## config.mk

```make
export PLATFORM = sky130hd
export DESIGN_NAME = ws_lane_tx
export DESIGN_NICKNAME = d
export VERILOG_FILES = /design/src/rtl/ws_lane_pkg.sv /design/src/rtl/ws_slot_timer.sv /design/src/rtl/ws_lane_shaper.sv /design/src/rtl/ws_frame_ctrl.sv /design/src/rtl/ws_lane_tx.sv
export SDC_FILE = /design/constraint.sdc
export NUM_CORES = 1
export LEC_CHECK = 0
export ABC_AREA = 1
export BUFFER_PORTS_ARGS = -buffer_cell sky130_fd_sc_hd__buf_2
export CAP_MARGIN = 20
export CORE_MARGIN = 8
export CORE_UTILIZATION = 50
export DETAILED_ROUTE_END_ITERATION = 6
export HOLD_SLACK_MARGIN = 0.08
export PLACE_DENSITY = 0.75
export SYNTH_ARGS = -nofsm -noshare
export SYNTH_HDL_FRONTEND = slang
export SYNTH_SLANG_ARGS = --single-unit
export TNS_END_PERCENT = 1
```

## constraint.sdc

```tcl
create_clock -name clk -period 2 [get_ports clk]
set_clock_uncertainty 0.2 [all_clocks]
set_input_delay 0.3 -clock clk [delete_from_list [all_inputs] [get_ports clk]]
set_output_delay 0.3 -clock clk [all_outputs]
set_load 0.05 [all_outputs]
```

## src/rtl/ws_lane_pkg.sv

```systemverilog
package ws_lane_pkg;
  // Frame phases of the transmitter
  typedef enum logic [2:0] {
    ST_IDLE,
    ST_LEAD,
    ST_DATA,
    ST_TRAIL,
    ST_GUARD
  } phase_e;

  localparam int BITS_PER_LED = 24;
endpackage

```

## src/rtl/ws_slot_timer.sv

```systemverilog
module ws_slot_timer #(
  parameter int SLOT_CYC = 60,
  parameter int CNT_W    = $clog2(SLOT_CYC)
) (
  input  logic             clk,
  input  logic             rst_n,
  input  logic             run_i,
  output logic [CNT_W-1:0] cnt_o,
  output logic             last_o
);
  localparam logic [CNT_W-1:0] LAST_C = CNT_W'(SLOT_CYC - 1);

  logic [CNT_W-1:0] cnt_q;

  always_ff @(posedge clk or negedge rst_n) begin
    if (!rst_n)              cnt_q <= '0;
    else if (!run_i)         cnt_q <= '0;
    else if (cnt_q == LAST_C) cnt_q <= '0;
    else                     cnt_q <= cnt_q + 1'b1;
  end

  assign cnt_o  = cnt_q;
  assign last_o = run_i && (cnt_q == LAST_C);

  // slot position never leaves its range
  assert_slot_bound_R1: assert property (@(posedge clk) disable iff (!rst_n)
    cnt_q <= LAST_C);

  // an idle timer restarts from position zero
  assert_slot_restart_R1: assert property (@(posedge clk) disable iff (!rst_n)
    !run_i |=> cnt_q == '0);
endmodule

```

## src/rtl/ws_lane_shaper.sv

```systemverilog
module ws_lane_shaper #(
  parameter int LANES  = 32,
  parameter int CNT_W  = 6,
  parameter int T0_CYC = 12,
  parameter int T1_CYC = 31
) (
  input  logic             clk,
  input  logic             rst_n,
  input  logic             drive_i,
  input  logic [CNT_W-1:0] cnt_i,
  input  logic [LANES-1:0] word_i,
  input  logic [LANES-1:0] mask_i,
  output logic [LANES-1:0] lane_o
);
  localparam logic [CNT_W-1:0] T0_C = CNT_W'(T0_CYC);
  localparam logic [CNT_W-1:0] T1_C = CNT_W'(T1_CYC);

  logic             early_w;
  logic             mid_w;
  logic [LANES-1:0] lane_d;
  logic [LANES-1:0] lane_q;

  assign early_w = cnt_i < T0_C;
  assign mid_w   = cnt_i < T1_C;

  for (genvar g = 0; g < LANES; g++) begin : g_lane
    assign lane_d[g] = drive_i & mask_i[g] & (early_w | (mid_w & word_i[g]));
  end

  always_ff @(posedge clk or negedge rst_n) begin
    if (!rst_n) lane_q <= '0;
    else        lane_q <= lane_d;
  end

  assign lane_o = lane_q;

  // disabled lanes never show a pulse
  assert_masked_low_R5: assert property (@(posedge clk) disable iff (!rst_n)
    (lane_q & ~mask_i) == '0);

  // outside data slots the following cycle is all low
  assert_idle_low_R6: assert property (@(posedge clk) disable iff (!rst_n)
    !drive_i |=> lane_q == '0);
endmodule

```

## src/rtl/ws_frame_ctrl.sv

```systemverilog
module ws_frame_ctrl
  import ws_lane_pkg::*;
#(
  parameter int LANES     = 32,
  parameter int LED_W     = 8,
  parameter int GUARD_CYC = 2640
) (
  input  logic             clk,
  input  logic             rst_n,
  input  logic             start_i,
  input  logic [LANES-1:0] mask_i,
  input  logic [LED_W-1:0] leds_i,
  input  logic [LANES-1:0] word_i,
  input  logic             word_valid_i,
  input  logic             slot_last_i,
  output logic             word_ready_o,
  output phase_e           phase_o,
  output logic [LANES-1:0] word_o,
  output logic [LANES-1:0] mask_o,
  output logic             busy_o,
  output logic             done_o,
  output logic             underrun_o
);
  localparam int WL_W = LED_W + 5;
  localparam int GC_W = (GUARD_CYC > 2) ? $clog2(GUARD_CYC) : 2;
  localparam logic [GC_W-1:0] GUARD_LAST = GC_W'(GUARD_CYC - 1);

  phase_e           phase_q;
  logic [WL_W-1:0]  left_q;
  logic [LANES-1:0] word_q;
  logic [LANES-1:0] mask_q;
  logic [GC_W-1:0]  gcnt_q;
  logic             done_q;
  logic             under_q;
  logic             take_slot;
  logic [WL_W-1:0]  words_total;

  assign take_slot    = ((phase_q == ST_LEAD) || (phase_q == ST_DATA)) && slot_last_i;
  assign word_ready_o = take_slot && (left_q != '0);
  // 24 words per LED: 16x + 8x
  assign words_total  = (WL_W'(leds_i) << 4) + (WL_W'(leds_i) << 3);

  always_ff @(posedge clk or negedge rst_n) begin
    if (!rst_n) begin
      phase_q <= ST_IDLE;
      left_q  <= '0;
      word_q  <= '0;
      mask_q  <= '0;
      gcnt_q  <= '0;
      done_q  <= 1'b0;
      under_q <= 1'b0;
    end else begin
      done_q <= 1'b0;
      unique case (phase_q)
        ST_IDLE: begin
          if (start_i) begin
            mask_q  <= mask_i;
            left_q  <= words_total;
            under_q <= 1'b0;
            phase_q <= ST_LEAD;
          end
        end
        ST_LEAD, ST_DATA: begin
          if (take_slot) begin
            if (left_q == '0) begin
              phase_q <= ST_TRAIL;
            end else if (word_valid_i) begin
              word_q  <= word_i;
              left_q  <= left_q - 1'b1;
              phase_q <= ST_DATA;
            end else begin
              under_q <= 1'b1;
              gcnt_q  <= '0;
              phase_q <= ST_GUARD;
            end
          end
        end
        ST_TRAIL: begin
          if (slot_last_i) begin
            gcnt_q  <= '0;
            phase_q <= ST_GUARD;
          end
        end
        ST_GUARD: begin
          if (gcnt_q == GUARD_LAST) begin
            done_q  <= 1'b1;
            phase_q <= ST_IDLE;
          end else begin
            gcnt_q <= gcnt_q + 1'b1;
          end
        end
        default: phase_q <= ST_IDLE;
      endcase
    end
  end

  assign phase_o    = phase_q;
  assign word_o     = word_q;
  assign mask_o     = mask_q;
  assign busy_o     = phase_q != ST_IDLE;
  assign done_o     = done_q;
  assign underrun_o = under_q;

  // words are only requested at a slot end of a running frame
  assert_ready_slot_end_R4: assert property (@(posedge clk) disable iff (!rst_n)
    word_ready_o |-> (slot_last_i && busy_o));

  // done is a single-cycle pulse
  assert_done_single_R7: assert property (@(posedge clk) disable iff (!rst_n)
    done_q |=> !done_q);

  // the frame only ends through the done pulse
  assert_busy_fall_R7: assert property (@(posedge clk) disable iff (!rst_n)
    $fell(busy_o) |-> done_q);

  // a missing word sends the frame straight to the guard phase
  assert_underrun_guard_R9: assert property (@(posedge clk) disable iff (!rst_n)
    $rose(under_q) |-> phase_q == ST_GUARD);

  // a start while busy leaves the captured mask alone
  assert_start_ignored_R8: assert property (@(posedge clk) disable iff (!rst_n)
    (busy_o && start_i && !done_q) |=> mask_q == $past(mask_q));
endmodule

```

## src/rtl/ws_lane_tx.sv

```systemverilog
module ws_lane_tx
  import ws_lane_pkg::*;
#(
  parameter int LANES     = 32,
  parameter int LED_W     = 8,
  parameter int SLOT_CYC  = 60,
  parameter int T0_CYC    = 12,
  parameter int T1_CYC    = 31,
  parameter int GUARD_CYC = 2640
) (
  input  logic             clk,
  input  logic             rst_n,
  input  logic             start_i,
  input  logic [LANES-1:0] lane_en_i,
  input  logic [LED_W-1:0] led_count_i,
  input  logic [LANES-1:0] word_i,
  input  logic             word_valid_i,
  output logic             word_ready_o,
  output logic [LANES-1:0] lane_o,
  output logic             busy_o,
  output logic             done_o,
  output logic             underrun_o
);
  localparam int CNT_W = $clog2(SLOT_CYC);

  phase_e           phase_w;
  logic [CNT_W-1:0] cnt_w;
  logic             last_w;
  logic             run_w;
  logic [LANES-1:0] word_w;
  logic [LANES-1:0] mask_w;

  assign run_w = (phase_w == ST_LEAD) || (phase_w == ST_DATA) || (phase_w == ST_TRAIL);

  ws_slot_timer #(
    .SLOT_CYC(SLOT_CYC),
    .CNT_W   (CNT_W)
  ) u_timer (
    .clk   (clk),
    .rst_n (rst_n),
    .run_i (run_w),
    .cnt_o (cnt_w),
    .last_o(last_w)
  );

  ws_frame_ctrl #(
    .LANES    (LANES),
    .LED_W    (LED_W),
    .GUARD_CYC(GUARD_CYC)
  ) u_ctrl (
    .clk         (clk),
    .rst_n       (rst_n),
    .start_i     (start_i),
    .mask_i      (lane_en_i),
    .leds_i      (led_count_i),
    .word_i      (word_i),
    .word_valid_i(word_valid_i),
    .slot_last_i (last_w),
    .word_ready_o(word_ready_o),
    .phase_o     (phase_w),
    .word_o      (word_w),
    .mask_o      (mask_w),
    .busy_o      (busy_o),
    .done_o      (done_o),
    .underrun_o  (underrun_o)
  );

  ws_lane_shaper #(
    .LANES (LANES),
    .CNT_W (CNT_W),
    .T0_CYC(T0_CYC),
    .T1_CYC(T1_CYC)
  ) u_shaper (
    .clk    (clk),
    .rst_n  (rst_n),
    .drive_i(phase_w == ST_DATA),
    .cnt_i  (cnt_w),
    .word_i (word_w),
    .mask_i (mask_w),
    .lane_o (lane_o)
  );

  // no lane is high in the cycle that reports the end of a frame
  assert_done_lanes_low_R7: assert property (@(posedge clk) disable iff (!rst_n)
    done_o |-> lane_o == '0);
endmodule

```

==> reports/metrics.cfg <==
[status]
run_status = complete, but fails checks
failed_checks = setup timing

[sta]
final_cycle_share = 1.087
report.final.slew_viol_count = 0
final.min_clock_period_ns = 2.174
report.final.setup_viol = 11
timing.fmax_mhz = 459.9
worst_pin_slew_ns = 0.6058
finalSetupTns_ns = -0.5690
finalWorstSetupSlack_ns = -0.1744
hold_viol_final = 0
grt_setup_unrepaired = yes
timing.slew.headroom = 0.5955

[worst_setup_path]
crit_path_end = word_ready_o
worstReg2RegStart = u_ctrl.phase_o[1]
worstSetupPathType = flop to primary output
worstPathMaxFanout = 4
startpoint_type = flop
reg2regPathDepth = 10
reg2reg_setup_slack_ns = -0.05
reg2reg_to = u_ctrl.left_q[4]
cp-startpoint = u_ctrl.phase_o[0]
cp_data_required_time_ns = 1.50
cp.arrival_ns = 1.67
timing.critical_path.to_type = primary output

[routing]
finalWirelength_um = 17290
drt.antenna.violating_nets = 0
pre_antenna_drt_iters = 6
drt-vias-per-instance = 4.977
drc = 0
initialDrtViolationCount = 443
drt-wirelength-per-cell_um = 14.20
via_count = 6062

[logic_synthesis]
synthSimpleGateAreaFrac = 0.3617
synth.mux.area_fraction = 0
synth_compound_gate_area_share = 0.02595
synth_flop_cell = sky130_fd_sc_hd__dfrtp_1
postSynthNetCount = 907
synth_warnings = 0
syn-cell-area_sq_um = 6317
post_synth_xor_area_fraction = 0.01525
post_synth_inst_count = 818
synth-seq-area-share = 0.5229
synth-async-reset-ratio = 1.000
syn_avg_cell_area_sq_um = 7.723
ys_seq_elements = 132
post_synth_edffs = 0
synthAdderAreaFrac = 0.02694
number_of_distinct_library_cell_variants_in_the_gate_level_netlist_after_synthesis = 30
combinational_family_with_the_most_area_after_synthesis = simple AND/OR/NAND/NOR gates

[place]
io_buffers = 111
placed_cell_area_sq_um = 7347
place_congestion = 0.8777
dp_hpwl_um = 10990

[finish]
multi_input_comb_area_sq_um = 2780
syn_to_final_growth_pct = 38.23
finish.instance_area_sq_um = 8732
nets = 1120
area.sequential_sq_um = 3303
final_layout_size_suffix_gt1_frac = 0.2155
filler_cell_count = 931

[power]
static-leakage-power_nw = 4.686
pwr_density_cell_nw_per_um2 = 1159
irDropWorstVdd_uv = 560.2

[flow_run]
drv_cap = 0

[clocking]
cts.htree.levels = 4
numCtsBuffers = 17
cts.reportedPaths.clkPinSlew_ns = 0.06
clock_latency_ns = 0.42
clock-sinks = 132
clockBufferDepth = 2
cts_tree = built
cts_root_buf = sky130_fd_sc_hd__clkbuf_16

[die]
dieWidth_um = 128.4
die-area_sq_um = 16490
initial_standard_cell_utilization_of_the_core = 0.5068
placement_row_count = 41
die_h_um = 128.4
core_sq_um = 12470
number_of_ports_placed_on_the_die_boundary = 112

[min_path]
kind_of_path_behind_the_tightest_hold_check = input port to flop

[global_route]
grt.total_usage = 0.2204
grt_start_max_net_pins = 52
grt-ovfl-total = 0
grt_first_pass_wirelength_um = 28510
antenna_found_initial = 1
first_global_vias = 5952

[flip-flops by register name, indices dropped and copies added (netlist names)]
register,count
u_ctrl.word_o,32
u_ctrl.left_q,13
u_timer.cnt_o,6
u_ctrl.gcnt_q,12
u_ctrl.underrun_o,1
u_ctrl.mask_o,32
u_ctrl.phase_o,3
u_ctrl.done_o,1
u_shaper.lane_o,32
[cell families after synthesis]
logic type      Yosys count
simple gates            556
flops                   132
buf+inv                  76
compound gates           30
fa+ha+maj                13
xor+xnor                 11
[through the flow]
step	util	setup slack (ns)	power, mW	hold slack, ns	std cells
after floorplan	-	0.02313	5.738	-0.1956	818
after global placement	0.5894	-0.1101	6.681	0.009116	1112
after detailed placement	0.5894	-0.1312	6.743	0.007062	1112
after CTS	0.6967	-0.2075	10.05	0.1077	1216
after global routing	0.7003	-0.2718	10.73	0.1593	1217
final	0.7005	-0.1744	10.12	0.1204	1218
[cells in the mapped netlist (4+ instances only)]
cell / instances / area, sq um
sky130_fd_sc_hd__xor2_1: 8 / 70.07
sky130_fd_sc_hd__nand3_1: 95 / 475.5
sky130_fd_sc_hd__o21ai_0: 9 / 45.04
sky130_fd_sc_hd__inv_2: 9 / 33.78
sky130_fd_sc_hd__nor2_1: 76 / 285.3
sky130_fd_sc_hd__inv_1: 35 / 131.4
sky130_fd_sc_hd__buf_2: 11 / 55.05
sky130_fd_sc_hd__dfrtp_1: 132 / 3303
sky130_fd_sc_hd__buf_1: 7 / 26.28
sky130_fd_sc_hd__nand3b_1: 5 / 37.54
sky130_fd_sc_hd__nand2_1: 361 / 1355
sky130_fd_sc_hd__nor3_1: 5 / 25.02
sky130_fd_sc_hd__o21ai_1: 11 / 55.05
sky130_fd_sc_hd__or2_2: 4 / 25.02
sky130_fd_sc_hd__a21oi_1: 5 / 25.02
sky130_fd_sc_hd__ha_1: 12 / 150.1
sky130_fd_sc_hd__clkbuf_1: 13 / 48.80
[repair_timing]
| action | 4_1_cts | 5_1_grt |
|---|---|---|
| endpoints found under the setup margin | 2 | 86 |
| gates cloned | 0 | 0 |
| endpoints found under the hold margin | 199 | 0 |
| pin swaps | 6 | 2 |
| gates resized for setup | 8 | 11 |
| hold buffers | 67 | 0 |
| setup buffers | 5 | 0 |
[cell type report]
class	count	area share
clock buffers	22	0.05545
well taps	172	0.02465
clock inverters	10	0.01390
diodes	2	0.0005731
repair buffers	225	0.1894
inverters	45	0.01934
flip-flops and latches	132	0.3783
multi-input cells	610	0.3184
[critical path, cell delays in order, from the launching register on]
cell	delay, ns
sky130_fd_sc_hd__dfrtp_1	0.42
sky130_fd_sc_hd__nand2_2	0.10
sky130_fd_sc_hd__nand2_2	0.08
sky130_fd_sc_hd__nor2_4	0.12
sky130_fd_sc_hd__inv_2	0.05
sky130_fd_sc_hd__nor3b_4	0.27
sky130_fd_sc_hd__buf_6	0.20
[layout by cell type, fill, tap and decap left out, types with 4 or more instances in the layout]
master and n:
sky130_fd_sc_hd__a21oi_1 5, sky130_fd_sc_hd__dfrtp_1 132, sky130_fd_sc_hd__nor2_1 71, sky130_fd_sc_hd__inv_1 35, sky130_fd_sc_hd__nor2_2 6, sky130_fd_sc_hd__nand3b_1 5
sky130_fd_sc_hd__o21ai_1 11, sky130_fd_sc_hd__dlygate4sd3_1 67, sky130_fd_sc_hd__o21ai_0 9, sky130_fd_sc_hd__nand3_1 93, sky130_fd_sc_hd__nand2_1 356, sky130_fd_sc_hd__or2_2 4
sky130_fd_sc_hd__buf_12 5, sky130_fd_sc_hd__ha_1 10, sky130_fd_sc_hd__nor3_1 5, sky130_fd_sc_hd__clkbuf_8 4, sky130_fd_sc_hd__xor2_1 8, sky130_fd_sc_hd__buf_2 109
sky130_fd_sc_hd__inv_2 9, sky130_fd_sc_hd__clkbuf_16 17, sky130_fd_sc_hd__nand2_2 7, sky130_fd_sc_hd__buf_4 42
[worst min-delay path by stage]
stage / start / endpoint / depth (start not counted) / slack, ns
after floorplan: rst_n / u_ctrl.done_o / 0 / -0.20
after global placement: rst_n / u_ctrl.left_q[10] / 1 / 0.009
after detailed placement: rst_n / u_ctrl.left_q[10] / 1 / 0.007
after CTS: led_count_i[7] / u_ctrl.left_q[11] / 6 / 0.11
after global routing: rst_n / u_timer.cnt_o[2] / 2 / 0.16
final: led_count_i[7] / u_ctrl.left_q[11] / 6 / 0.12
[where the power goes]
part	internal, mW	switching, mW	leakage (nW)	total, mW
clock network	1.98	1.16	0.297	3.13
registers	3.25	0.338	1.72	3.59
logic	1.19	2.20	2.67	3.39
[layer usage]
| metal | wire, um | up-vias | global-route usage |
|---|---|---|---|
| met2 | 8400 | 217 | 0.3565 |
| li1 | - | 2995 | - |
| met4 | 593 | 0 | 0.1119 |
| met1 | 7152 | 2799 | 0.2690 |
| met3 | 1146 | 51 | 0.05503 |
| met5 | 0 | - | 0 |
(Power assumes the default switching activity.)
